`src/rtl/uart_rx_pkg.sv`:
```
package uart_rx_pkg;

    typedef enum logic [2:0] {
        RX_IDLE,
        RX_START,
        RX_DATA,
        RX_PAR,
        RX_STOP
    } rx_state_e;

    typedef struct packed {
        logic [7:0] data;
        logic       bit9;
    } rx_char_t;

endpackage

```
`src/rtl/uart_rx_tick.sv`:
```
module uart_rx_tick #(
    parameter int CLK_DIV = 27
) (
    input  logic clk,
    input  logic rst_n,
    output logic tick
);
    localparam int CW = (CLK_DIV > 1) ? $clog2(CLK_DIV) : 1;

    typedef struct packed {
        logic [CW-1:0] cnt;
    } tick_st_t;

    tick_st_t s_d, s_q;

    always_comb begin
        s_d  = s_q;
        tick = (s_q.cnt == CW'(CLK_DIV - 1));
        if (tick) s_d.cnt = '0;
        else      s_d.cnt = s_q.cnt + 1'b1;
    end

    always_ff @(posedge clk or negedge rst_n) begin
        if (!rst_n) s_q <= '0;
        else        s_q <= s_d;
    end
endmodule

```
`src/rtl/uart_rx_deser.sv`:
```
module uart_rx_deser
    import uart_rx_pkg::*;
#(
    parameter int OVS = 16
) (
    input  logic     clk,
    input  logic     rst_n,
    input  logic     tick,
    input  logic     rxd,
    input  logic     cfg_len8,
    input  logic     cfg_par_en,
    input  logic     cfg_par_odd,
    output logic     frm_done,
    output rx_char_t frm_char,
    output logic     frm_perr
);
    localparam int CW  = $clog2(OVS);
    localparam int MID = OVS / 2 - 1;

    typedef struct packed {
        logic [1:0]    sync;
        rx_state_e     st;
        logic [CW-1:0] os;
        logic [2:0]    idx;
        logic [7:0]    shreg;
        logic          acc;
        logic          rpar;
        logic          done;
        rx_char_t      chr;
        logic          perr;
    } des_st_t;

    des_st_t s_d, s_q;
    logic    rx_s;
    logic    os_end;
    logic [2:0] last_idx;

    always_comb begin
        s_d      = s_q;
        s_d.done = 1'b0;
        s_d.sync = {s_q.sync[0], rxd};
        rx_s     = s_q.sync[1];
        os_end   = (s_q.os == CW'(OVS - 1));
        last_idx = cfg_len8 ? 3'd7 : 3'd6;
        if (tick) begin
            case (s_q.st)
                RX_IDLE: begin
                    if (!rx_s) begin
                        s_d.st = RX_START;
                        s_d.os = '0;
                    end
                end
                RX_START: begin
                    if (s_q.os == CW'(MID)) begin
                        s_d.os = '0;
                        if (rx_s) begin
                            s_d.st = RX_IDLE;
                        end else begin
                            s_d.st    = RX_DATA;
                            s_d.idx   = '0;
                            s_d.shreg = '0;
                            s_d.acc   = 1'b0;
                            s_d.rpar  = 1'b0;
                        end
                    end else begin
                        s_d.os = s_q.os + 1'b1;
                    end
                end
                RX_DATA: begin
                    if (os_end) begin
                        s_d.os               = '0;
                        s_d.shreg[s_q.idx]   = rx_s;
                        s_d.acc              = s_q.acc ^ rx_s;
                        if (s_q.idx == last_idx) begin
                            s_d.st = cfg_par_en ? RX_PAR : RX_STOP;
                        end else begin
                            s_d.idx = s_q.idx + 1'b1;
                        end
                    end else begin
                        s_d.os = s_q.os + 1'b1;
                    end
                end
                RX_PAR: begin
                    if (os_end) begin
                        s_d.os   = '0;
                        s_d.rpar = rx_s;
                        s_d.st   = RX_STOP;
                    end else begin
                        s_d.os = s_q.os + 1'b1;
                    end
                end
                RX_STOP: begin
                    if (os_end) begin
                        s_d.os   = '0;
                        s_d.st   = RX_IDLE;
                        s_d.done = 1'b1;
                        if (cfg_len8) begin
                            s_d.chr.data = s_q.shreg;
                            s_d.chr.bit9 = cfg_par_en & s_q.rpar;
                        end else begin
                            s_d.chr.data = {cfg_par_en & s_q.rpar, s_q.shreg[6:0]};
                            s_d.chr.bit9 = 1'b0;
                        end
                        s_d.perr = cfg_par_en && (s_q.rpar != (s_q.acc ^ cfg_par_odd));
                    end else begin
                        s_d.os = s_q.os + 1'b1;
                    end
                end
                default: s_d.st = RX_IDLE;
            endcase
        end
    end

    always_ff @(posedge clk or negedge rst_n) begin
        if (!rst_n) begin
            s_q      <= '0;
            s_q.sync <= 2'b11;
            s_q.st   <= RX_IDLE;
        end else begin
            s_q <= s_d;
        end
    end

    assign frm_done = s_q.done;
    assign frm_char = s_q.chr;
    assign frm_perr = s_q.perr;
endmodule

```
`src/rtl/uart_rx_store.sv`:
```
module uart_rx_store
    import uart_rx_pkg::*;
#(
    parameter int DEPTH = 4
) (
    input  logic                       clk,
    input  logic                       rst_n,
    input  logic                       fifo_en,
    input  logic                       push,
    input  rx_char_t                   push_chr,
    input  logic                       push_perr,
    input  logic                       pop_req,
    input  logic                       stat_clr,
    output rx_char_t                   head,
    output logic [$clog2(DEPTH+1)-1:0] count,
    output logic                       ovr_flag,
    output logic                       perr_flag
);
    localparam int CNTW = $clog2(DEPTH + 1);
    localparam int PW   = (DEPTH > 1) ? $clog2(DEPTH) : 1;

    typedef struct packed {
        rx_char_t [DEPTH-1:0] mem;
        logic [PW-1:0]        wp;
        logic [PW-1:0]        rp;
        logic [CNTW-1:0]      cnt;
        logic                 ovr;
        logic                 perr;
    } st_t;

    st_t s_d, s_q;
    logic            pop;
    logic            accept;
    logic [CNTW-1:0] occ;
    logic [CNTW-1:0] cap;

    function automatic logic [PW-1:0] nxt(input logic [PW-1:0] p);
        return (p == PW'(DEPTH - 1)) ? '0 : p + 1'b1;
    endfunction

    always_comb begin
        s_d    = s_q;
        pop    = pop_req && (s_q.cnt != '0);
        occ    = s_q.cnt - CNTW'(pop);
        cap    = fifo_en ? CNTW'(DEPTH) : CNTW'(1);
        accept = push && (occ < cap);
        if (pop) s_d.rp = nxt(s_q.rp);
        if (accept) begin
            s_d.mem[s_q.wp] = push_chr;
            s_d.wp          = nxt(s_q.wp);
        end
        s_d.cnt = occ + CNTW'(accept);
        if (stat_clr) begin
            s_d.ovr  = 1'b0;
            s_d.perr = 1'b0;
        end
        if (push && !accept)     s_d.ovr  = 1'b1;
        if (accept && push_perr) s_d.perr = 1'b1;
    end

    always_ff @(posedge clk or negedge rst_n) begin
        if (!rst_n) s_q <= '0;
        else        s_q <= s_d;
    end

    assign head      = (s_q.cnt != '0) ? s_q.mem[s_q.rp] : '0;
    assign count     = s_q.cnt;
    assign ovr_flag  = s_q.ovr;
    assign perr_flag = s_q.perr;
endmodule

```
`src/rtl/uart_rx_err.sv`:
```
module uart_rx_err
    import uart_rx_pkg::*;
#(
    parameter int CLK_DIV    = 27,
    parameter int OVS        = 16,
    parameter int FIFO_DEPTH = 4
) (
    input  logic       clk,
    input  logic       rst_n,
    input  logic       rxd,
    input  logic       cfg_len8,
    input  logic       cfg_par_en,
    input  logic       cfg_par_odd,
    input  logic       cfg_fifo_en,
    input  logic       rd_data_en,
    input  logic       rd_stat_en,
    output logic [7:0] rd_data,
    output logic       rd_bit9,
    output logic       data_valid,
    output logic [2:0] fifo_count,
    output logic       stat_overrun,
    output logic       stat_parity_err
);
    localparam int CNTW = $clog2(FIFO_DEPTH + 1);

    logic            tick;
    logic            frm_done;
    rx_char_t        frm_char;
    logic            frm_perr;
    rx_char_t        head;
    logic [CNTW-1:0] cnt;

    uart_rx_tick #(.CLK_DIV(CLK_DIV)) i_tick (
        .clk  (clk),
        .rst_n(rst_n),
        .tick (tick)
    );

    uart_rx_deser #(.OVS(OVS)) i_deser (
        .clk        (clk),
        .rst_n      (rst_n),
        .tick       (tick),
        .rxd        (rxd),
        .cfg_len8   (cfg_len8),
        .cfg_par_en (cfg_par_en),
        .cfg_par_odd(cfg_par_odd),
        .frm_done   (frm_done),
        .frm_char   (frm_char),
        .frm_perr   (frm_perr)
    );

    uart_rx_store #(.DEPTH(FIFO_DEPTH)) i_store (
        .clk      (clk),
        .rst_n    (rst_n),
        .fifo_en  (cfg_fifo_en),
        .push     (frm_done),
        .push_chr (frm_char),
        .push_perr(frm_perr),
        .pop_req  (rd_data_en),
        .stat_clr (rd_stat_en),
        .head     (head),
        .count    (cnt),
        .ovr_flag (stat_overrun),
        .perr_flag(stat_parity_err)
    );

    assign rd_data    = head.data;
    assign rd_bit9    = head.bit9;
    assign data_valid = (cnt != '0);
    assign fifo_count = 3'(cnt);
endmodule

```
`config.mk`:
```
export PLATFORM = sky130hd
export DESIGN_NAME = uart_rx_err
export DESIGN_NICKNAME = d
export VERILOG_FILES = /design/src/rtl/uart_rx_pkg.sv /design/src/rtl/uart_rx_tick.sv /design/src/rtl/uart_rx_deser.sv /design/src/rtl/uart_rx_store.sv /design/src/rtl/uart_rx_err.sv
export SDC_FILE = /design/constraint.sdc
export NUM_CORES = 1
export LEC_CHECK = 0
export BUFFER_PORTS_ARGS = -buffer_cell sky130_fd_sc_hd__buf_2
export CAP_MARGIN = 30
export CORE_MARGIN = 10
export CORE_UTILIZATION = 40
export CTS_BUF_LIST = sky130_fd_sc_hd__clkbuf_8
export DETAILED_ROUTE_END_ITERATION = 6
export PLACE_DENSITY = 0.66
export RECOVER_POWER = 50
export REMOVE_ABC_BUFFERS = 1
export SLEW_MARGIN = 20
export SYNTH_ARGS = -nofsm -noshare
export SYNTH_HDL_FRONTEND = slang
export SYNTH_HIERARCHICAL = 1
export SYNTH_SLANG_ARGS = --single-unit
export TNS_END_PERCENT = 20
```
`constraint.sdc`:
```
create_clock -name clk -period 5.55 [get_ports clk]
set_input_delay 0 -clock clk [delete_from_list [all_inputs] [get_ports clk]]
set_output_delay 0 -clock clk [all_outputs]
set_load 0.02 [all_outputs]
```
==> key figures <==
CTS
  – CTS H-tree depth: 3
  – CTS Sinks: 83
  – Worst skew pair latency: 0.36 ns
  – CTS tree: yes
  – CTS Buf Count: 9
  – CTS max path bufs: 2
  – Clock transition at path regs: 0.10 ns
  – Root buffer cell: clkbuf_8
  – Post-cts sizing count: 0

Timing
  – Setup ws final: 2.141 ns
  – Period minus WS final: 3.409 ns
  – Slew HR: -41.92%
  – Setup Viol. Count Final: 0
  – Pin slew with the least headroom to its limit: 2.129 ns
  – Worst Skew: 0.01179 ns
  – TNS Setup: 0 ns
  – Period utilization: 61.43%
  – Hold Fails Final Rpt: 0
  – Final slew viol count: 36
  – RSZ-0062 raised after global routing: no
  – Max Clock Freq: 293.3 MHz

Outcome
  – Status: complete, but fails checks
  – Failing checks: capacitance limit, slew limit

Floorplan
  – Starting density of the core: 41.02%
  – Site Rows: 38
  – DIE WIDTH: 125.4 um
  – Die Area: 15730 um2
  – Die height: 125.4 um
  – Core Region: 10840 um2
  – I/O Pins: 24

Drt
  – Vias per cell: 5.331
  – Drt first pass iters: 4
  – Vias: 2767
  – Detail Route Antenna Nets: 0
  – Final wirelength: 8083 um
  – Number of DRC markers in iteration 0: 251
  – Drt drc: 0
  – Routed WL per cell: 15.57 um

Setup path
  – Crit path required time: 5.80 ns
  – Worst Setup SP: i_store/count[0]
  – CP max stage cell: a211oi_4
  – Worst Setup End Kind: flip-flop
  – CP max FO: 10
  – Worst R2R Start: i_store/count[0]
  – CP top delay family: adder cells
  – Critical path depth in cells: 8
  – CP dominant cell by count: ha_1
  – Worst reg2reg setup slack: 2.14 ns
  – Reg2reg path depth: 8
  – Worst Path Arrival: 3.66 ns
  – Max stage delay on crit path: 0.62 ns
  – WP buf/inv: 0
  – Critical Path Source Type: flip-flop
  – CP Class: reg2reg
  – Critical path cell sequence: nor3_2 -> nor2b_1 -> ha_1 -> ha_1 -> xor2_1 -> ha_1 -> a211oi_4 -> mux2_2

Pwr
  – Pwr Density: 274.2 nW/um2
  – Peak supply drop: 0.0001950 V
  – Leak: 0.002236 uW

Hold path
  – Min-delay worst type: in2reg
  – Hold Path Stages: 5
  – Hold Crit Start: cfg_par_odd

Yosys
  – Synth warnings: 6
  – Area of the mapped netlist: 4447 um2
  – Ys flop type: dfrtp_1
  – EDFF count, synth: 0
  – Top cell type by total area after synthesis: dfrtp_1
  – Post-synth top area share: 45.58%
  – #FFs+latches synth: 83
  – Cells after Synth: 366
  – Ys async rst share: 100.0%
  – Unique masters post-synth: 69
  – Sequential fraction of the synthesis area: 46.76%
  – Largest cells by area after synthesis: dfrtp_1, mux2_2, mux4_2
  – Syn Area/Cell: 12.15 um2

GRT
  – All-Layer GR Usage: 10.71%
  – Vias in the first global route: 2933
  – Initial antenna violation count: 0
  – First-pass GRT wire length: 14290 um
  – Final global-route overflow total: 0
  – Largest net degree at the start of global routing: 49

Cells and area
  – Diode count: 0
  – Fillers: 1049
  – Fin util: 44.39%
  – Fin nets: 397
  – Layout cells sized above 1: 26.91%
  – Area Overhead vs Synth: 8.216%

Placement
  – DP HPWL: 5711 um
  – Port bufs: 23
  – GP Congestion: 0.7619
  – Pre-CTS WS: 2.123 ns

Flow run
  – Max-cap viol count: 1
-- worst reg2reg max path: cells and delay by family (launching register included) --
| family | cells | cell delay (ns) |
|---|---|---|
| adders and majority gates | 3 | 0.85 |
| and+or+nand+nor | 2 | 0.77 |
| AOI/OAI and AO/OA | 1 | 0.62 |
| DFF | 1 | 0.42 |
| muxes | 1 | 0.41 |
| xor gates and xnor gates | 1 | 0.22 |
-- state kept, by name, summed over array words and instances (netlist names) --
signal / cells
i_store/perr_flag: 1
i_deser/rx_s: 1
i_deser/frm_perr: 1
i_store/s_q: 40
i_deser/frm_char: 9
i_deser/s_q: 20
i_store/ovr_flag: 1
i_tick/s_q: 5
i_deser/s_d: 1
i_store/count: 3
i_deser/frm_done: 1
-- power breakdown --
part	internal, uW	switching (uW)
combinational	89.5	134
sequential	625	52.7
clock	175	244
-- through the flow --
step	total power, uW	hold slack (ns)	area, um2	cells
6_report	1320	0.06767	4812	519
5_1_grt	1399	0.08182	4812	519
4_1_cts	1350	0.05644	4822	519
3_5_place_dp	921.9	0.007224	4582	498
3_3_place_gp	910.5	0.1081	4554	497
2_1_floorplan	846.9	-0.2956	4262	334
-- cell usage in the layout (no fill, tap or decap), types with 4 or more instances in the layout --
master / netlist / layout
a211oi_4: 4 / 4
a21o_1: 6 / 6
a21oi_1: 10 / 10
a32o_1: 4 / 4
and3_1: 5 / 5
buf_2: 10 / 17
clkbuf_1: 9 / 6
clkbuf_8: 0 / 9
dfrtp_1: 81 / 81
dlygate4sd3_1: 0 / 5
ha_1: 14 / 14
inv_1: 18 / 18
mux2_1: 10 / 10
mux2_2: 40 / 40
mux2i_1: 4 / 4
mux4_2: 9 / 9
nand2_1: 12 / 12
nand3_1: 9 / 9
nor2_1: 12 / 12
nor2b_1: 16 / 16
nor3_1: 6 / 6
o21ai_0: 7 / 7
o21ai_1: 4 / 4
-- area by class of cell --
type / instances / area, um2 / share of cell area (%)
multi-input combinational: 233 / 2115 / 43.94
sequential: 83 / 2079 / 43.21
timing repair buffer: 29 / 185.2 / 3.848
tap: 140 / 175.2 / 3.640
clock buffer: 9 / 123.9 / 2.574
inverter: 18 / 67.56 / 1.404
clock inverter: 7 / 66.31 / 1.378
-- what timing repair did --
item | 4_1_cts | 5_1_grt
endpoints found under the hold margin | 42 | 0
buffers inserted | 0 | 0
hold buffers | 5 | 0
-- worst paths after layout --
| check | end |
|---|---|
| worst min register to register | i_deser/rx_s |
| min in group asynchronous | i_store/count[2] |
| max in group asynchronous | i_tick/s_q[4] |
| worst max-delay path | i_store/s_q[42] |
| worst max register to register | i_store/s_q[42] |
| worst min-delay path | i_deser/frm_perr |
-- logic make-up (layout without fill, tap and decap cells) --
| logic type | Yosys count | in the layout | synth area share (%) |
|---|---|---|---|
| AOI/OAI and AO/OA | 65 | 65 | 12.16 |
| xor gates and xnor gates | 6 | 6 | 1.182 |
| and+or+nand+nor | 85 | 85 | 12.16 |
| DFF | 83 | 83 | 46.76 |
| adders and majority gates | 14 | 14 | 3.939 |
| buffers and inverters | 50 | 63 | 5.684 |
| muxes | 63 | 63 | 18.12 |
-- metal layers --
metal	track usage [%]	wire [um]
met5	0	0
met4	2.575	72
met3	3.760	328
met2	17.34	3886
met1	13.35	3795
-- synthesized netlist by cell type (all sizes together) (3+ instances only) --
cell type / n
o21ai: 12
xnor2: 3
nor2b: 16
dfrtp: 81
mux4: 9
nor2: 13
mux2i: 4
ha: 14
xor2: 3
mux2: 50
nor3: 8
a21o: 6
a32o: 4
a22o: 3
o2bb2ai: 3
a21oi: 11
a211oi: 6
inv: 18
clkbuf: 9
nand3: 10
nand2: 12
and3: 5
buf: 23
o211ai: 3
Power figures use the tool's default switching activity.
